File: src/rtl/vfe_pkg.sv
package vfe_pkg;
  localparam int CMD_W = 6;
  localparam logic [1:0] FILL_SEL = 2'b10;
  localparam logic [3:0] VRAM_WR_CODE = 4'h1;
  localparam logic [1:0] FILL_MODE = 2'd2;
  localparam logic [15:0] STATUS_BASE = 16'h3400;

  typedef enum logic [1:0] {
    CK_NONE    = 2'd0,
    CK_VRAM_WR = 2'd1,
    CK_FILL    = 2'd2
  } cmd_kind_e;

  function automatic cmd_kind_e decode_cmd(input logic [CMD_W-1:0] cmd);
    if (cmd[5:4] == FILL_SEL) return CK_FILL;
    if (cmd[3:0] == VRAM_WR_CODE) return CK_VRAM_WR;
    return CK_NONE;
  endfunction
endpackage

File: src/rtl/vfe_addr_reg.sv
module vfe_addr_reg #(
  parameter int ADDR_W = 16,
  parameter int INC_W  = 8
) (
  input  logic              clk_i,
  input  logic              rst_ni,
  input  logic              ld_i,
  input  logic [ADDR_W-1:0] ld_val_i,
  input  logic              step_i,
  input  logic [INC_W-1:0]  inc_i,
  output logic [ADDR_W-1:0] addr_o
);
  logic [ADDR_W-1:0] addr_q;

  always_ff @(posedge clk_i or negedge rst_ni) begin
    if (!rst_ni)     addr_q <= '0;
    else if (ld_i)   addr_q <= ld_val_i;
    else if (step_i) addr_q <= addr_q + ADDR_W'(inc_i);
  end

  assign addr_o = addr_q;
endmodule

File: src/rtl/vfe_len_ctr.sv
module vfe_len_ctr #(
  parameter int LEN_W = 16
) (
  input  logic             clk_i,
  input  logic             rst_ni,
  input  logic             load_i,
  input  logic [LEN_W-1:0] len_i,
  input  logic             dec_i,
  output logic             last_o
);
  localparam int CNT_W = LEN_W + 1;
  logic [CNT_W-1:0] cnt_q;

  // zero length maps to 2**LEN_W via the extra top bit
  always_ff @(posedge clk_i or negedge rst_ni) begin
    if (!rst_ni)     cnt_q <= '0;
    else if (load_i) cnt_q <= {(len_i == '0), len_i};
    else if (dec_i)  cnt_q <= cnt_q - CNT_W'(1);
  end

  assign last_o = (cnt_q == CNT_W'(1));
endmodule

File: src/rtl/vfe_wport.sv
module vfe_wport #(
  parameter int ADDR_W   = 16,
  parameter int DATA_W   = 16,
  parameter bit SWAP_ODD = 1'b1
) (
  input  logic              en_i,
  input  logic [ADDR_W-1:0] addr_i,
  input  logic [DATA_W-1:0] data_i,
  output logic              we_o,
  output logic [ADDR_W-2:0] waddr_o,
  output logic [DATA_W-1:0] wdata_o
);
  localparam int HALF = DATA_W / 2;

  assign we_o    = en_i;
  assign waddr_o = addr_i[ADDR_W-1:1];

  generate
    if (SWAP_ODD) begin : g_swap
      assign wdata_o = addr_i[0] ? {data_i[HALF-1:0], data_i[DATA_W-1:HALF]} : data_i;
    end else begin : g_plain
      assign wdata_o = data_i;
    end
  endgenerate
endmodule

File: src/rtl/vram_fill_engine.sv
module vram_fill_engine #(
  parameter int ADDR_W = 16,
  parameter int DATA_W = 16,
  parameter int LEN_W  = 16,
  parameter int INC_W  = 8
) (
  input  logic                       clk_i,
  input  logic                       rst_ni,
  input  logic                       dma_en_i,
  input  logic [1:0]                 dma_mode_i,
  input  logic [LEN_W-1:0]           len_i,
  input  logic [INC_W-1:0]           incr_i,
  input  logic                       addr_ld_i,
  input  logic [ADDR_W-1:0]          addr_i,
  input  logic [vfe_pkg::CMD_W-1:0]  cmd_i,
  input  logic                       dp_wr_i,
  input  logic [DATA_W-1:0]          dp_data_i,
  output logic                       dp_ready_o,
  output logic                       vram_we_o,
  output logic [ADDR_W-2:0]          vram_addr_o,
  output logic [DATA_W-1:0]          vram_wdata_o,
  output logic [ADDR_W-1:0]          addr_o,
  output logic                       active_o,
  output logic [15:0]                status_o
);
  import vfe_pkg::*;

  logic              active_q;
  logic [DATA_W-1:0] fill_q;
  cmd_kind_e         kind;
  logic              accept, arm, norm_wr, run, last, step;
  logic [DATA_W-1:0] wsrc;

  assign kind    = decode_cmd(cmd_i);
  assign accept  = dp_wr_i & ~active_q;
  assign arm     = accept & (kind == CK_FILL);
  assign norm_wr = accept & (kind == CK_VRAM_WR);
  assign run     = active_q & dma_en_i & (dma_mode_i == FILL_MODE);
  assign step    = run | norm_wr;
  assign wsrc    = run ? fill_q : dp_data_i;

  always_ff @(posedge clk_i or negedge rst_ni) begin
    if (!rst_ni) begin
      active_q <= 1'b0;
      fill_q   <= '0;
    end else if (arm) begin
      active_q <= 1'b1;
      fill_q   <= dp_data_i;
    end else if (run && last) begin
      active_q <= 1'b0;
    end
  end

  vfe_addr_reg #(.ADDR_W(ADDR_W), .INC_W(INC_W)) u_addr (
    .clk_i    (clk_i),
    .rst_ni   (rst_ni),
    .ld_i     (addr_ld_i & ~active_q),
    .ld_val_i (addr_i),
    .step_i   (step),
    .inc_i    (incr_i),
    .addr_o   (addr_o)
  );

  vfe_len_ctr #(.LEN_W(LEN_W)) u_len (
    .clk_i  (clk_i),
    .rst_ni (rst_ni),
    .load_i (arm),
    .len_i  (len_i),
    .dec_i  (run),
    .last_o (last)
  );

  vfe_wport #(.ADDR_W(ADDR_W), .DATA_W(DATA_W), .SWAP_ODD(1'b1)) u_wport (
    .en_i    (step),
    .addr_i  (addr_o),
    .data_i  (wsrc),
    .we_o    (vram_we_o),
    .waddr_o (vram_addr_o),
    .wdata_o (vram_wdata_o)
  );

  assign dp_ready_o = ~active_q;
  assign active_o   = active_q;
  assign status_o   = STATUS_BASE | {14'b0, active_q, 1'b0};
endmodule

File: config.mk
export PLATFORM = sky130hd
export DESIGN_NAME = vram_fill_engine
export DESIGN_NICKNAME = d
export VERILOG_FILES = /design/src/rtl/vfe_pkg.sv /design/src/rtl/vfe_addr_reg.sv /design/src/rtl/vfe_len_ctr.sv /design/src/rtl/vfe_wport.sv /design/src/rtl/vram_fill_engine.sv
export SDC_FILE = /design/constraint.sdc
export NUM_CORES = 1
export LEC_CHECK = 0
export ABC_CLOCK_PERIOD_IN_PS = 3350
export BUFFER_PORTS_ARGS = -buffer_cell sky130_fd_sc_hd__buf_2
export CAP_MARGIN = 20
export CORE_ASPECT_RATIO = 1.1
export CORE_UTILIZATION = 29
export CTS_BUF_LIST = sky130_fd_sc_hd__clkbuf_4
export CTS_CLUSTER_SIZE = 14
export DETAILED_ROUTE_END_ITERATION = 8
export HOLD_SLACK_MARGIN = 0.05
export PLACE_DENSITY = 0.6
export RECOVER_POWER = 50
export SLEW_MARGIN = 20
export SYNTH_ARGS = -nofsm -noshare
export SYNTH_HDL_FRONTEND = slang
export SYNTH_SLANG_ARGS = --single-unit
export TNS_END_PERCENT = 30
File: constraint.sdc
create_clock -name clk_i -period 3.35 [get_ports clk_i]
set_input_delay 0.67 -clock clk_i [delete_from_list [all_inputs] [get_ports clk_i]]
set_output_delay 0.67 -clock clk_i [all_outputs]
set_load 0.02 [all_outputs]
== Word level (Yosys, flattened, before mapping) ==
Cells that the tools add are included.
Storage, ports and cells
  flip-flop bits (word level): 50
  bits in latches: 0
  memory bits (writable): 0
  ROM bits: 0
  input port bits: 69
  output and inout port bits: 66
  logic and storage cells: 40
  memories kept: 0
Operators by class
  add/sub/neg operators: 2
  multipliers: 0
  div/mod/pow operators: 0
  $lt $le $gt $ge: 0
  eq/ne operators: 6
  shift-type cells: 0
  mux-type cells: 15
  bitwise operators: 8
  reduce and logical (&&, ||, !) cells: 5
Operators by type and width (number)
  $mux 16: 4
  $mux 17: 2
  $eq 17x1->1 const B: 1
  $sub 17x1->17 const B: 1
  $add 16x8->16: 1
  $logic_not 16->1: 1
  $mux 2: 4
  $and 1x1->1: 6
  $eq 2x2->1 const B: 3
  $reduce_bool 2->1: 3
  $mux 1: 5
  $eq 4x1->1 const B: 1
  $eq 2x1->1 const B: 1
  $logic_and 1x1->1: 1
  $not 1->1: 1
  $or 1x1->1: 1

== Logic depth before layout (Yosys ltp) ==
  word-level depth: 10
  depth in mapped cells: 7
  mapped depth without buffers: 7

== Cells and area by module ==
Synthesis repeated with hierarchy kept, for this count alone.
Unflattened totals
  cell total of the unflattened synthesis: 366
  area, all modules: 3723.6 sq um
By module, submodules not included
  vfe_addr_reg: instances 1, cells each 133, area an instance 1198.6 sq um
  vram_fill_engine: instances 1, cells each 81, area an instance 1078.5 sq um
  vfe_len_ctr: instances 1, cells each 118, area an instance 1077.3 sq um
  vfe_wport: instances 1, cells each 34, area an instance 369.1 sq um

== Worst setup path after synthesis ==
No wires, ideal clock.
  path kind: input to output
  from: input dma_mode_i[0]
  to: output vram_wdata_o[0]
  arrival time: 2.076 ns
  setup slack: 0.604 ns
  cell stages on the path: 5
  buffers on the path: 2
  cell sequence: and4b_1 > clkbuf_8 > clkbuf_1 > mux2i_1 > mux2i_1
Between the ends
  word-level cells in the longest chain between the ends: 4
Ends and longest elaborated chain
  start, declared: RTL line vram_fill_engine.sv:10  | input logic [1:0] dma_mode_i,
  $eq 2x2->1: RTL line vram_fill_engine.sv:38  | assign run = active_q & dma_en_i & (dma_mode_i == FILL_MODE);
  $and 1x1->1: RTL line vram_fill_engine.sv:38
  $mux 16: RTL line vram_fill_engine.sv:40  | assign wsrc = run ? fill_q : dp_data_i;
  $mux 16: RTL line vfe_wport.sv:20  | assign wdata_o = addr_i[0] ? {data_i[HALF-1:0], data_i[DATA_W-1:HALF]} : data_i;
  end, declared: RTL line vram_fill_engine.sv:21  | output logic [DATA_W-1:0] vram_wdata_o,
No other way between the ends.

== Worst setup path after layout ==
  from: register active_q, in the netlist active_o
  to: output vram_wdata_o[6]
Between the ends
  word-level cells in the longest chain between the ends: 4
Ends and longest elaborated chain
  start, declared: RTL line vram_fill_engine.sv:28  | logic active_q;
  start signal, assigned: RTL line vram_fill_engine.sv:44  | active_q <= 1'b0;
  start signal, assigned: RTL line vram_fill_engine.sv:47  | active_q <= 1'b1;
  start signal, assigned: RTL line vram_fill_engine.sv:50  | active_q <= 1'b0;
  $and 1x1->1 (2 in a row): RTL line vram_fill_engine.sv:38
  $mux 16: RTL line vram_fill_engine.sv:40
  $mux 16: RTL line vfe_wport.sv:20
No other way between the ends.

==> results.yml <==
critical_path:
  cpLargestDelayFamily: "flip-flops"
  critPathSlowestCell: "dfrtp_1"
  cp_cell_sequence: "and4b_1, buf_4, mux2i_1, mux2i_1, buf_2"
  path_buf_inv: 2
  cpMostUsedCell: "mux2i_1"
  start_kind: "flop"
  worstPathRequired_ns: 2.68
  crit_type: "reg2out"
  cpPeakStageDelay_ns: 0.55
  cp.arrival_ns: 2.17
  crit_path_end_kind: "output pin"
  cp_max_fo: 14
global_routing:
  grt_overflow: 0
  grt_pass1_vias: 3024
  grt_pass1_wl_mm: 14.55
  track_usage: 0.1480
  antenna_found_initial: 0
  grt_max_degree: 30
clock_tree:
  cts-buffers-inserted: 5
  cts_setup_buffers: 0
  clkLatencyLatePin_ns: 0.37
  clock_path_buffers: 2
  cts_hold_buf: 0
  clock-root-buffer: "clkbuf_4"
  htreeDepth: 2
  cts.sinks: 50
  path_clk_slew_ns: 0.15
  cts_tree: "done"
  post_cts_resized: 0
place:
  place_area_mm2: 0.003969
  place_hpwl_mm: 6.698
  portBuffers: 119
  dp.cells: 632
  pre_cts_ws_ns: 0.6696
  gp_congestion: 0.8088
outcome:
  status: "complete, but fails checks"
  violations: "capacitance limit, slew limit"
die:
  row_count: 41
  initial_core_util: 0.2967
  coreArea_mm2: 0.01144
  die-area_mm2: 0.01214
  die_w_um: 105.2
  ios: 135
  die_y_um: 115.5
pwr:
  ir_worst_vdd_v: 0.0002736
  finalPower_mw: 3.067
  leakagePower_nw: 1.933
  p_per_area_mw_per_mm2: 766.0
synth:
  synthFlopType: "dfrtp_1"
  synth_top_family_by_area: "simple AND/OR/NAND/NOR gates"
  synthArstFlopShare: 1.000
  yosys_warnings: 0
  syn_area_mm2: 0.003395
  synth_edf_count: 0
  syn_avg_cell_area_um2: 8.726
  netlist_instances: 389
  ys_seq_area_frac: 0.3686
  synthSimpleGateAreaFrac: 0.2245
  synth_top_area_cell: "dfrtp_1"
  synth-compound-area-share: 0.1415
  yosysMostFrequentCell: "nand2_1"
  yosys.area_share.adder: 0.04276
  synth_seq_cells: 50
  ys_types: 46
  muxShareOfSynthArea: 0.09731
  synth_area_leaders: "dfrtp_1 37%, mux2i_1 9.7%, nand2_1 9.1%"
  synthTopCellsByCount: "82 x nand2_1, 50 x dfrtp_1, 33 x mux2i_1"
  synth-xor-area-share: 0.02064
  yosysTopAreaCellShare: 0.3686
route:
  drtPass1Iterations: 4
  wl_mm: 8.544
  wl_per_cell_um: 13.33
  ant_nets: 0
  avgViaCountPerCell: 4.895
  post-route-drc-count: 0
  vias: 3138
  drt_iter0_drc: 153
min_path:
  hold_class: "in2reg"
timing:
  clock_skew_ns: 0.01152
  max_slew.worst_pin.slew_ns: 1.643
  fmax_mhz: 352.6
  setup_slack_ns: 0.5139
  finalSetupTns_ns: 0
  rsz0062_at_grt: "false"
  whs_ns: 0.4929
  slew-limit-headroom: -0.09553
  slew_violations: 30
  fin_crit_ns: 2.836
  hold_viol_final: 0
  fin_crit_sh: 0.8466
  setup_violations: 0
finish:
  drive_gt1_frac: 0.2490
  layout.nets: 569
  fin_area_mm2: 0.004004
  utilization: 0.3500
  final_cell_count_no_fill: 641
  area_growth_pct: 17.95
  n_fill_cell: 1253
run:
  maxCapViolCount: 1
-- cell usage in the layout (no fill, tap or decap), types with 2 or more instances in the layout --
cell type / synthesis / layout
buf_4: 31 / 6
or4_1: 6 / 6
xnor2_1: 3 / 3
nand4_1: 3 / 3
clkbuf_4: 0 / 6
nand3_1: 9 / 9
clkbuf_1: 9 / 17
and4b_1: 2 / 2
o2111ai_1: 2 / 2
nor4_1: 7 / 7
conb_1: 2 / 15
o31ai_1: 4 / 4
ha_1: 10 / 10
o211ai_1: 11 / 11
nand2_1: 82 / 83
inv_1: 9 / 9
o311ai_0: 7 / 7
nor3_1: 5 / 5
and3_1: 2 / 2
dfrtp_1: 50 / 50
a221o_1: 5 / 5
mux2i_1: 33 / 33
xor2_1: 5 / 5
nor2b_1: 4 / 4
a21o_1: 2 / 2
or4b_1: 2 / 2
a31oi_1: 11 / 11
a21oi_1: 11 / 11
or3_1: 6 / 6
or3_4: 2 / 2
o21ai_0: 15 / 15
buf_2: 1 / 103
nand3_2: 2 / 2
nor2_1: 20 / 20
-- final timing paths --
kind | from | end | slack (ns) | cells after the start
min in group asynchronous | rst_ni | u_addr.addr_o[3]$_DFFE_PN0P_ | 0.50 | 1
min | dp_data_i[10] | fill_q[10]$_DFFE_PN0P_ | 0.49 | 3
max reg2reg | u_len.cnt_q[3]$_DFFE_PN0P_ | u_len.cnt_q[11]$_DFFE_PN0P_ | 0.96 | 5
min reg2reg | fill_q[10]$_DFFE_PN0P_ | fill_q[10]$_DFFE_PN0P_ | 0.50 | 2
max | active_o$_DFFE_PN0P_ | vram_wdata_o[6] | 0.51 | 5
max in group asynchronous | rst_ni | u_len.cnt_q[12]$_DFFE_PN0P_ | 0.76 | 2
-- power by group --
group	total (mW)	switching (mW)	internal [mW]
logic	1.63	0.997	0.630
clock network	0.293	0.202	0.0912
registers	1.15	0.271	0.875
-- cell type report --
cell class,count,area (um2),area share
Tap cell,150,187.7,0.04688
Clock buffer,6,45.04,0.01125
Inverter,10,37.54,0.009375
Timing Repair Buffer,126,624.3,0.1559
Clock inverter,2,13.76,0.003437
Sequential cell,50,1251,0.3125
Antenna cell,1,2.502,0.0006250
Multi-Input combinational cell,296,1842,0.4600
-- metal layers --
layer,wire length [um],global-route usage,part of all wire,up-vias
met2,4131,0.2614,0.48,103
met5,0,0,0,-
met1,3864,0.1893,0.45,1477
met4,55,0.02817,0.0064,0
li1,-,-,-,1551
met3,492,0.03037,0.058,7
-- kinds of logic after synthesis --
logic type | Yosys count
muxes | 33
buffers and inverters | 56
DFF | 50
AOI/OAI and AO/OA | 71
other | 2
and+or+nand+nor | 158
xor gates and xnor gates | 8
adders and majority gates | 11
-- worst reg2reg max path, delay by kind of cell (launching register included) --
family,cells,cell delay [ns]
and+or+nand+nor,4,1.44
DFF,1,0.45
AOI/OAI and AO/OA,1,0.37
-- state kept, by name (all words and copies together), names as in the netlist --
register / flops
u_addr.addr_o: 16
active_o: 1
u_len.cnt_q: 17
fill_q: 16
Power figures use the tool's default switching activity.
